**src/rtl/pca_pkg.sv**
```systemverilog
package pca_pkg;

  localparam int NUM_DOM = 2;
  localparam int DOM_W   = 2;

  typedef enum logic [1:0] {
    CPU_RUN   = 2'b00,
    CPU_SLEEP = 2'b01,
    CPU_STOP  = 2'b10,
    CPU_RSVD  = 2'b11
  } cpuState_e;

  localparam logic [DOM_W-1:0] DOM_PRI  = 2'd0;
  localparam logic [DOM_W-1:0] DOM_SEC  = 2'd1;
  localparam logic [DOM_W-1:0] DOM_AON  = 2'd2;
  localparam logic [DOM_W-1:0] DOM_NONE = 2'd3;

  // Strobes from control to datapath: which CPU may request clocks now.
  typedef struct packed {
    logic run0;
    logic sleep0;
    logic run1;
    logic sleep1;
  } pcaStrobe_t;

endpackage

```
**src/rtl/pca_ctrl.sv**
```systemverilog
module pca_ctrl
  import pca_pkg::*;
(
  input  logic               clk,
  input  logic               rstN,
  input  logic [1:0]         cpu0State,
  input  logic [1:0]         cpu1State,
  input  logic [NUM_DOM-1:0] offReq,
  input  logic [NUM_DOM-1:0] foreignAlloc,
  output pcaStrobe_t         stb,
  output logic [NUM_DOM-1:0] offGrant
);

  cpuState_e st0, st1;
  assign st0 = cpuState_e'(cpu0State);
  assign st1 = cpuState_e'(cpu1State);

  // Reserved code falls through to "no request", same as stop.
  always_comb begin
    stb        = '0;
    stb.run0   = (st0 == CPU_RUN);
    stb.sleep0 = (st0 == CPU_SLEEP);
    stb.run1   = (st1 == CPU_RUN);
    stb.sleep1 = (st1 == CPU_SLEEP);
  end

  logic [NUM_DOM-1:0] veto;
  logic [NUM_DOM-1:0] grantNext;

  for (genvar d = 0; d < NUM_DOM; d++) begin : g_dom
    localparam int OTHER = NUM_DOM - 1 - d;
    // The other CPU holds a claim here and its own domain is still on.
    assign veto[d]      = foreignAlloc[d] & ~offGrant[OTHER];
    assign grantNext[d] = offReq[d] & ~veto[d];
  end

  always_ff @(posedge clk or negedge rstN) begin
    if (!rstN) offGrant <= '0;
    else       offGrant <= grantNext;
  end

endmodule

```
**src/rtl/pca_datapath.sv**
```systemverilog
module pca_datapath
  import pca_pkg::*;
#(
  parameter int                    NUM_PERIPH = 8,
  parameter logic [NUM_PERIPH-1:0] IMPL_CPU0  = '0,
  parameter logic [NUM_PERIPH-1:0] IMPL_CPU1  = '0,
  parameter logic [NUM_PERIPH-1:0] IMPL_BOTH  = '0,
  localparam int                   MAP_W      = DOM_W * NUM_PERIPH
)(
  input  logic                  clk,
  input  logic                  rstN,
  input  logic [NUM_PERIPH-1:0] cpu0Alloc,
  input  logic [NUM_PERIPH-1:0] cpu1Alloc,
  input  logic [NUM_PERIPH-1:0] cpu0LpEn,
  input  logic [NUM_PERIPH-1:0] cpu1LpEn,
  input  logic [NUM_PERIPH-1:0] autoEn,
  input  logic [MAP_W-1:0]      periphDomain,
  input  pcaStrobe_t            stb,
  output logic [NUM_PERIPH-1:0] clkEn,
  output logic [NUM_DOM-1:0]    foreignAlloc
);

  logic [NUM_PERIPH-1:0] eff0, eff1;
  logic [NUM_PERIPH-1:0] inPri, inSec;
  logic [NUM_PERIPH-1:0] clkNext;

  // Hard-wired claims cannot be dropped by the allocation inputs.
  assign eff0 = cpu0Alloc | IMPL_CPU0 | IMPL_BOTH;
  assign eff1 = cpu1Alloc | IMPL_CPU1 | IMPL_BOTH;

  for (genvar p = 0; p < NUM_PERIPH; p++) begin : g_per
    logic [DOM_W-1:0] domCode;
    logic want0, want1, wantAuto;

    assign domCode  = periphDomain[DOM_W*p +: DOM_W];
    assign inPri[p] = (domCode == DOM_PRI);
    assign inSec[p] = (domCode == DOM_SEC);

    assign want0    = eff0[p] & (stb.run0 | (stb.sleep0 & cpu0LpEn[p]));
    assign want1    = eff1[p] & (stb.run1 | (stb.sleep1 & cpu1LpEn[p]));
    assign wantAuto = autoEn[p] & (domCode == DOM_AON);

    assign clkNext[p] = want0 | want1 | wantAuto;
  end

  // Registered enables keep the gate control free of decode glitches.
  always_ff @(posedge clk or negedge rstN) begin
    if (!rstN) clkEn <= '0;
    else       clkEn <= clkNext;
  end

  // Domain 0 cares about CPU1 claims, domain 1 about CPU0 claims.
  assign foreignAlloc[0] = |(inPri & eff1);
  assign foreignAlloc[1] = |(inSec & eff0);

endmodule

```
**src/rtl/periph_clk_arbiter.sv**
```systemverilog
module periph_clk_arbiter
  import pca_pkg::*;
#(
  parameter int                    NUM_PERIPH = 8,
  parameter logic [NUM_PERIPH-1:0] IMPL_CPU0  = 8'h03,
  parameter logic [NUM_PERIPH-1:0] IMPL_CPU1  = 8'h0C,
  parameter logic [NUM_PERIPH-1:0] IMPL_BOTH  = 8'h80
)(
  input  logic                        clk,
  input  logic                        rstN,
  input  logic [NUM_PERIPH-1:0]       cpu0Alloc,
  input  logic [NUM_PERIPH-1:0]       cpu1Alloc,
  input  logic [NUM_PERIPH-1:0]       cpu0LpEn,
  input  logic [NUM_PERIPH-1:0]       cpu1LpEn,
  input  logic [NUM_PERIPH-1:0]       autoEn,
  input  logic [1:0]                  cpu0State,
  input  logic [1:0]                  cpu1State,
  input  logic [2*NUM_PERIPH-1:0]     periphDomain,
  input  logic [1:0]                  offReq,
  output logic [NUM_PERIPH-1:0]       clkEn,
  output logic [1:0]                  offGrant
);

  pcaStrobe_t         stb;
  logic [NUM_DOM-1:0] foreignAlloc;

  pca_ctrl ctrl_i (
    .clk          (clk),
    .rstN         (rstN),
    .cpu0State    (cpu0State),
    .cpu1State    (cpu1State),
    .offReq       (offReq),
    .foreignAlloc (foreignAlloc),
    .stb          (stb),
    .offGrant     (offGrant)
  );

  pca_datapath #(
    .NUM_PERIPH (NUM_PERIPH),
    .IMPL_CPU0  (IMPL_CPU0),
    .IMPL_CPU1  (IMPL_CPU1),
    .IMPL_BOTH  (IMPL_BOTH)
  ) dp_i (
    .clk          (clk),
    .rstN         (rstN),
    .cpu0Alloc    (cpu0Alloc),
    .cpu1Alloc    (cpu1Alloc),
    .cpu0LpEn     (cpu0LpEn),
    .cpu1LpEn     (cpu1LpEn),
    .autoEn       (autoEn),
    .periphDomain (periphDomain),
    .stb          (stb),
    .clkEn        (clkEn),
    .foreignAlloc (foreignAlloc)
  );

endmodule

```
**config.mk**
```make
export PLATFORM = sky130hd
export DESIGN_NAME = periph_clk_arbiter
export DESIGN_NICKNAME = d
export VERILOG_FILES = /design/src/rtl/pca_pkg.sv /design/src/rtl/pca_ctrl.sv /design/src/rtl/pca_datapath.sv /design/src/rtl/periph_clk_arbiter.sv
export SDC_FILE = /design/constraint.sdc
export NUM_CORES = 1
export LEC_CHECK = 0
export BUFFER_PORTS_ARGS = -buffer_cell sky130_fd_sc_hd__clkbuf_2
export CAP_MARGIN = 15
export CORE_UTILIZATION = 30
export DETAILED_ROUTE_END_ITERATION = 16
export GPL_TIMING_DRIVEN = 0
export PLACE_DENSITY = 0.71
export RECOVER_POWER = 25
export SLEW_MARGIN = 25
export SYNTH_ARGS = -nofsm -noshare
export SYNTH_HDL_FRONTEND = slang
export SYNTH_SLANG_ARGS = --single-unit
export TNS_END_PERCENT = 100
```
**constraint.sdc**
```tcl
create_clock -name clk -period 0.8 [get_ports clk]
set_input_delay 0.16 -clock clk [delete_from_list [all_inputs] [get_ports clk]]
set_output_delay 0.16 -clock clk [all_outputs]
set_load 0.1 [all_outputs]
```
Word level (Yosys, flattened, before mapping)

Index checks and enable logic that the tools add are counted.
W data, S select, Z words.

Multiply operators: 0
Divide/modulo/power cells: 0
Equality and inequality tests: 18
Bitwise logic cells: 76
Mux-type cells: 0
$lt $le $gt $ge: 0
Reductions and logical operators: 12
Shift operators: 0
$add $sub $neg: 0

Operator list:

| kind                 | count |
|---|---|
| $and A1 B1 Y1        | 38 |
| $or A1 B1 Y1         | 32 |
| $eq A2 B1 Y1 const B | 10 |
| $logic_not A2 Y1     | 10 |
| $and A8 B8 Y8        | 2 |
| $eq A2 B2 Y1 const B | 8 |
| $reduce_or A8 Y1     | 2 |
| $not A1 Y1           | 4 |

Output and inout port bits: 10
Latch bits: 0
Bits of input ports: 64
Flip-flop bits (word level): 10
Memory bits (read-only): 0
Memories: 0
RAM bits: 0
Word-level logic and storage cells: 108

Longest topological paths before layout

Gate-level depths: netlist of run 1.

Depth in word-level cells: 6
Gate-level depth with buffers: 3
Mapped depth without buffers: 3

By module

Synthesis of run 1 repeated with hierarchy kept, for this count alone.

Cell total of the unflattened synthesis: 88
Area, all modules: 664.4 um^2

Modules (own cells, without submodules):

| module       | times used | seq. area each (um^2) | area each (um^2) | cells an instance |
|---|---|---|---|---|
| pca_datapath | 1          | 200.2                 | 571.8            | 78 |
| pca_ctrl     | 1          | 50.0                  | 92.6             | 10 |

Worst setup path after synthesis of run 1

No wires, ideal clock.

Path type: register to register
Start point: register ctrl_i.offGrant[1]
End point: register ctrl_i.offGrant[0]
Data required time: 0.677 ns
Setup time: 0.123 ns
Setup slack: -0.399 ns
Buffers on the path: 0
Clock period less this slack: 1.199 ns
Arrival: 1.076 ns
Cell stages (with the launch flop): 2
Cells stage by stage: dfrtp_1 -> a32o_1

Cells in the longest elaborated chain, start to end: 4

RTL lines:

| item                     | RTL line       | text |
|---|---|---|
| start: declaration       | pca_ctrl.sv:11 | `output logic [NUM_DOM-1:0] offGrant` |
| start signal: assignment | pca_ctrl.sv:39 | `else offGrant <= grantNext;` |
| $not A1 Y1               | pca_ctrl.sv:33 | `assign veto[d] = foreignAlloc[d] & ~offGrant[OTHER];` |
| $and A1 B1 Y1            | pca_ctrl.sv:33 |  |
| $not A1 Y1               | pca_ctrl.sv:34 | `assign grantNext[d] = offReq[d] & ~veto[d];` |
| $and A1 B1 Y1            | pca_ctrl.sv:34 |  |
| via ctrl_i.grantNext[0]  | pca_ctrl.sv:28 | `logic [NUM_DOM-1:0] grantNext;` |

The timed path passes the listed nets, and every way through them passes these cells.

Final worst setup path of run 1

Start point: register ctrl_i.offGrant[0]
End point: output port offGrant[0]

RTL lines:

| item             | RTL line                 | text |
|---|---|---|
| end: declaration | periph_clk_arbiter.sv:21 | `output logic [1:0] offGrant` |

No word-level cell between the ends.

==> results of run 1 <==
## metal layers
metal,vias to the layer above,routed length (um),GRT usage [%],part of all wire [%]
li1,430,-,-,-
met1,409,1030,27.6,41
met2,37,1320,39.3,52
met3,5,154,4.63,6.1
met4,0,30,8.57,1.2
met5,-,0,0,0
## flip-flops by register name, summed over array words and instances (netlist names)
signal           count
dp_i.clkEn           8
ctrl_i.offGrant      2
## kinds of logic (layout without fill, tap and decap cells)
group | after synthesis | after routing | synth area share [%]
simple gates | 48 | 48 | 43.3
buf+inv | 3 | 75 | 1.66
flops | 10 | 10 | 37.0
compound gates | 16 | 16 | 18.1
## what timing repair did
action | 4_1_cts | 5_1_grt
setup endpoints to repair | 10 | 11
hold buffers | 1 | 0
endpoints found under the hold margin | 10 | 0
pin swaps | 0 | 0
resized for setup | 30 | 0
setup buffers | 1 | 0
## how the worst min path moves through the flow
stage | to | cells past startpoint | slack, ns | start
after detailed placement | dp_i.clkEn[2] | 1 | 0.04 | rstN
after global placement | dp_i.clkEn[2] | 1 | 0.03 | rstN
after CTS | ctrl_i.offGrant[0] | 2 | 0.14 | offReq[0]
after floorplan | ctrl_i.offGrant[0] | 0 | -0.14 | rstN
final | dp_i.clkEn[3] | 3 | 0.13 | autoEn[3]
after global routing | dp_i.clkEn[3] | 3 | 0.14 | autoEn[3]
## layout make-up
cell class                 instances  area (sq um)
clock buffer                       3          22.5
sequential                        10           288
timing repair buffer              69           552
fill                             166           719
tap                               27          33.8
inverter                           3          11.3
multi-input combinational         64           415
## metrics by stage
step,instances,TNS [ns]
after floorplan,77,-0.238
after global placement,171,-2.21
after detailed placement,171,-2.24
after CTS,176,-3.15
after global routing,176,-3.48
final,176,-3.20
## placed cells by master, fill, tap and decap left out, drive strengths merged, types with 3 or more instances in the layout
cell type	instances
o221ai	5
clkbuf	70
nand3	3
inv	3
or2b	3
nand3b	14
dfrtp	10
nand2b	9
nor2	4
nor2b	6
nand2	7
## where the power goes
part / total [uW] / switching (uW) / internal (uW)
clock network: 340 / 166 / 174
logic: 965 / 551 / 414
registers: 628 / 42.1 / 586
total: 1930 / 760 / 1170
==> metrics.csv, run 1 <==
stage,metric,value,unit
grt,global_route_overflow,0,
sta,setup_repair_after_global_routing_missed_its_margin,true,
grt,number_of_global_route_vias_before_repair,841,
setup_path,crit_chain,clkbuf_16,
setup_path,cp-start-kind,flop,
status,failed_checks,setup timing,
cts,cts_tree,yes,
floorplan,die_height,49.5,um
sta,tightestPinTransition,0.384,ns
route,detail_route.drc_violations,0,
synthesis,share_of_the_yosys_chip_area_belonging_to_registers,37.0,%
synthesis,syn-cell-area,677,sq um
setup_path,worst_r2r_startpoint,ctrl_i.offGrant[1],
status,status,"finished, violations left",
route,detail_route.wirelength,2530,um
sta,worst_hold_slack,0.134,ns
cells_and_area,area_delta_synth_final,95.4,%
grt,first_pass_grt_wire_length,4080,um
sta,post-route-period-util,140,%
floorplan,pin_count,74,
placed_design,gp_congestion,0.800,
grt,antenna_found_initial,0,
grt,grt_start_max_net_pins,11,
sta,setup_viol,11,
route,vias,881,
flow_run,drv.max_cap_violation_count,0,
synthesis,synth-seq-cells,10,
cells_and_area,num-nets-final,215,
grt,grt_util_all_layers,22.7,%
synthesis,post-synth-top-area-fraction,37.0,%
sta,slew_headroom,74.4,%
route,number_of_search_and_repair_iterations_in_the_first_detailed_routing_pass,4,
synthesis,netlist-cell-type-count,20,
sta,finalCriticalPeriod,1.12,ns
synthesis,most_frequent_cell_after_synthesis,sky130_fd_sc_hd__nand3b_1,
floorplan,dieWidth,49.5,um
cells_and_area,final_core_utilization,64.8,%
setup_path,cp.buffers_inverters,1,
synthesis,yosys-top-cells-area,"sky130_fd_sc_hd__dfrtp_1 (37%), sky130_fd_sc_hd__nand3b_1 (16%), sky130_fd_sc_hd__nand2b_1 (8.3%)",
synthesis,synth.cells.most_frequent,"sky130_fd_sc_hd__nand3b_1 (14), sky130_fd_sc_hd__dfrtp_1 (10), sky130_fd_sc_hd__nand2b_1 (9), sky130_fd_sc_hd__nand2_1 (7), sky130_fd_sc_hd__nor2b_1 (6)",
route,drt-wirelength-per-cell,14.4,um
route,antenna_left,0,
setup_path,crit_cells,1,
cts,cts-buffers-inserted,3,
setup_path,critPathCapture,offGrant[0],
setup_path,critical-path-top-delay-family,flip-flops,
sta,fin_worst_skew,0.00641,ns
cells_and_area,antenna-diode-count,0,
cts,worst_setup_hold_path_clk_slew,0.06,ns
cts,cts-htree-levels,1,
floorplan,fp.coreArea,2040,sq um
power_and_ir_drop,power.ir.vdd_worst,843,uV
cells_and_area,drive_above_1_share,53.7,%
setup_path,timing_worst_setup_path_type,flop to output port,
route,drt_iter0_drcs,13,
synthesis,synth_fp_nets,141,
setup_path,crit_path_max_fanout,2,
synthesis,syn_avg_cell_area,8.79,sq um
setup_path,crit_path_max_incr_delay,0.49,ns
power_and_ir_drop,total_leakage_power,0.000633,uW
hold_path,min_path_type,input pin to flop,
power_and_ir_drop,power_density,1460,nW/um^2
synthesis,synthDominantAreaCellType,sky130_fd_sc_hd__dfrtp_1,
cts,cts_num_sinks,10,
synthesis,yosys_warnings,0,
sta,timing.final.hold_violations,0,
sta,maxClockFrequency,896,MHz
cts,root_buffer,sky130_fd_sc_hd__clkbuf_4,
placed_design,dpl-instance-area,1080,sq um
cts,max-clock-path-buffers,2,
floorplan,die-area,2450,sq um
setup_path,crit_required,0.64,ns
synthesis,synth_cells,77,
sta,slew_violations,0,
floorplan,core.rowCount,16,
placed_design,io_buffers,67,
setup_path,timing.critical_path.arrival,0.96,ns
setup_path,cpMaxStageDelayCell,sky130_fd_sc_hd__dfrtp_4,
cts,clock_insertion_delay_at_the_later_pin_of_the_skew_report,0.27,ns
synthesis,synthFlopType,sky130_fd_sc_hd__dfrtp_1,
setup_path,timing.reg2reg.setup_slack,-0.12,ns
floorplan,initial_utilization,33.1,%
synthesis,synthArstFlopShare,100,%
setup_path,worstSetupStartpoint,ctrl_i.offGrant[0],
synthesis,number_of_enable_type_register_cells_in_the_synthesized_netlist,0,
route,drt-vias-per-instance,5.01,
setup_path,worst_r2r_path_depth,2,
power_and_ir_drop,finalPower,1930,uW
sta,postLayoutSetupSlackWorst,-0.316,ns
placed_design,post-place-ws,-0.207,ns
placed_design,hpwlAfterDp,1850,um
setup_path,critical_path.endpoint_type,output port,
setup_path,regToRegEndpoint,ctrl_i.offGrant[0],
cells_and_area,finalInstanceArea,1320,sq um
Note: power is estimated with default switching activity, not from simulation.
==> run 2: changes to the inputs <==
--- a/config.mk
+++ b/config.mk
@@ -7,11 +7,15 @@
 export LEC_CHECK = 0
 export BUFFER_PORTS_ARGS = -buffer_cell sky130_fd_sc_hd__clkbuf_2
 export CAP_MARGIN = 15
-export CORE_UTILIZATION = 30
+export CELL_PAD_IN_SITES_DETAIL_PLACEMENT = 0
+export CELL_PAD_IN_SITES_GLOBAL_PLACEMENT = 2
+export CORE_ASPECT_RATIO = 2
+export CORE_UTILIZATION = 14
 export DETAILED_ROUTE_END_ITERATION = 16
 export GPL_TIMING_DRIVEN = 0
 export PLACE_DENSITY = 0.71
 export RECOVER_POWER = 25
+export SETUP_SLACK_MARGIN = 0.05
 export SLEW_MARGIN = 25
 export SYNTH_ARGS = -nofsm -noshare
 export SYNTH_HDL_FRONTEND = slang
==> metrics.csv, run 2 (same netlist as run 1, synthesis figures left out) <==
stage,metric,value,unit
setup_path,cp-start-kind,flop,
route,drt_iter0_drcs,8,
grt,global_route_overflow,0,
setup_path,timing.critical_path.arrival,0.92,ns
cts,cts_tree,yes,
placed_design,io_buffers,67,
sta,maxClockFrequency,928,MHz
cells_and_area,layout_common_cells,"sky130_fd_sc_hd__clkbuf_2 (56), sky130_fd_sc_hd__nand3b_1 (14), sky130_fd_sc_hd__dfrtp_4 (10), sky130_fd_sc_hd__clkbuf_16 (10), sky130_fd_sc_hd__nand2b_1 (9)",
cells_and_area,top_regs,"dp_i.clkEn: 8 flops, ctrl_i.offGrant: 2 flops",
cells_and_area,drive_above_1_share,54.3,%
cts,root_buffer,sky130_fd_sc_hd__clkbuf_8,
floorplan,dieWidth,51.2,um
placed_design,post-place-ws,-0.199,ns
route,detail_route.drc_violations,0,
power_and_ir_drop,total_leakage_power,0.000653,uW
placed_design,gp_congestion,0.726,
route,detail_route.wirelength,2860,um
setup_path,crit_chain,clkbuf_16,
floorplan,pin_count,74,
grt,number_of_global_route_vias_before_repair,966,
cells_and_area,layout.cells.non_filler,206,
sta,timing.final.hold_violations,0,
setup_path,crit_required,0.64,ns
setup_path,critical-path-top-delay-family,flip-flops,
floorplan,fp.coreArea,4640,sq um
sta,setup_repair_after_global_routing_missed_its_margin,true,
setup_path,timing.reg2reg.setup_slack,-0.12,ns
grt,antenna_found_initial,0,
cts,cts-buffers-inserted,3,
cts,max-clock-path-buffers,2,
setup_path,cpMaxStageDelayCell,sky130_fd_sc_hd__dfrtp_4,
grt,first_pass_grt_wire_length,4330,um
route,vias,906,
cts,cts-htree-levels,1,
cells_and_area,fillers,535,
cells_and_area,largest_register_ffs,8,
sta,post-route-period-util,135,%
power_and_ir_drop,power.ir.vdd_worst,778,uV
grt,grt_start_max_net_pins,11,
setup_path,timing_worst_setup_path_type,flop to output port,
cells_and_area,num-nets-final,216,
sta,fin_worst_skew,0.0000268,ns
floorplan,die_height,100,um
cells_and_area,regMostFlops,dp_i.clkEn,
sta,finalCriticalPeriod,1.08,ns
sta,tightestPinTransition,0.427,ns
route,number_of_search_and_repair_iterations_in_the_first_detailed_routing_pass,4,
hold_path,min_path_type,input pin to flop,
cells_and_area,area_delta_synth_final,106,%
placed_design,placed_cells_incl_taps,199,
sta,postLayoutSetupSlackWorst,-0.277,ns
route,antenna_left,0,
sta,slew_violations,0,
route,drt-vias-per-instance,4.40,
floorplan,die-area,5130,sq um
sta,slew_headroom,71.5,%
cells_and_area,antenna-diode-count,0,
setup_path,crit_path_max_incr_delay,0.48,ns
cells_and_area,most_frequent_standard_cell_in_the_layout_excluding_fill_and_tap_cells,sky130_fd_sc_hd__clkbuf_2,
setup_path,cp.buffers_inverters,1,
grt,grt_util_all_layers,11.8,%
cts,clock_insertion_delay_at_the_later_pin_of_the_skew_report,0.24,ns
flow_run,drv.max_cap_violation_count,0,
cts,cts_num_sinks,10,
route,drt-wirelength-per-cell,13.9,um
power_and_ir_drop,power_density,1600,nW/um^2
setup_path,critical_path.endpoint_type,output port,
setup_path,crit_path_max_fanout,2,
floorplan,initial_utilization,14.6,%
sta,setup_viol,14,
placed_design,hpwlAfterDp,2480,um
status,status,"finished, violations left",
status,failed_checks,setup timing,
floorplan,core.rowCount,35,
cts,worst_setup_hold_path_clk_slew,0.05,ns
==> run 2: path summary, 6_finish.rpt <==
kind,from,end,depth (start not counted)
max in group asynchronous,rstN,dp_i.clkEn[4],2
hold / removal,offReq[1],ctrl_i.offGrant[1],3
setup reg to reg,ctrl_i.offGrant[1],ctrl_i.offGrant[0],2
min in group asynchronous,rstN,dp_i.clkEn[2],2
setup / recovery,ctrl_i.offGrant[1],offGrant[1],1
hold reg to reg,ctrl_i.offGrant[0],ctrl_i.offGrant[1],3
==> run 2: area by class of cell <==
cell class	instances	area (sq um)	area share (%)
well taps	55	68.8	4.92
clock buffers	4	55.1	3.94
multi-input cells	64	415	29.7
flip-flops and latches	10	288	20.6
repair buffers	70	559	40.0
inverters	3	11.3	0.806
==> run 2: what timing repair did <==
action / CTS / global route
buffers inserted: 2 / 0
setup endpoints to repair: 11 / 12
hold endpoints to repair: 10 / 0
resized for setup: 30 / 0
hold buffers: 1 / 0
==> run 2: metal layers <==
metal	GRT usage (%)	part of all wire [%]	up-vias
li1	-	-	433
met1	11.3	32	421
met2	22.6	59	44
met3	1.82	5.9	8
met4	6.62	2.7	0
met5	0	0	-
==> run 2: power breakdown <==
group	internal, uW	switching (uW)
sequential	587	35.7
combinational	420	555
clock	433	198
total	1440	790
==> run 2: metrics by stage <==
step                TNS (ns)  hold WS (ns)  area, sq um  total power, uW  util (%)
floorplan             -0.238        -0.136          714             1110         -
global placement       -2.40        0.0377         1120             1380      24.1
global route           -3.38         0.171         1400             2310      30.1
detailed placement     -2.59        0.0393         1120             1390      24.1
CTS                    -2.90         0.145         1400             2250      30.1
finish                 -2.91         0.150         1400             2230      30.1
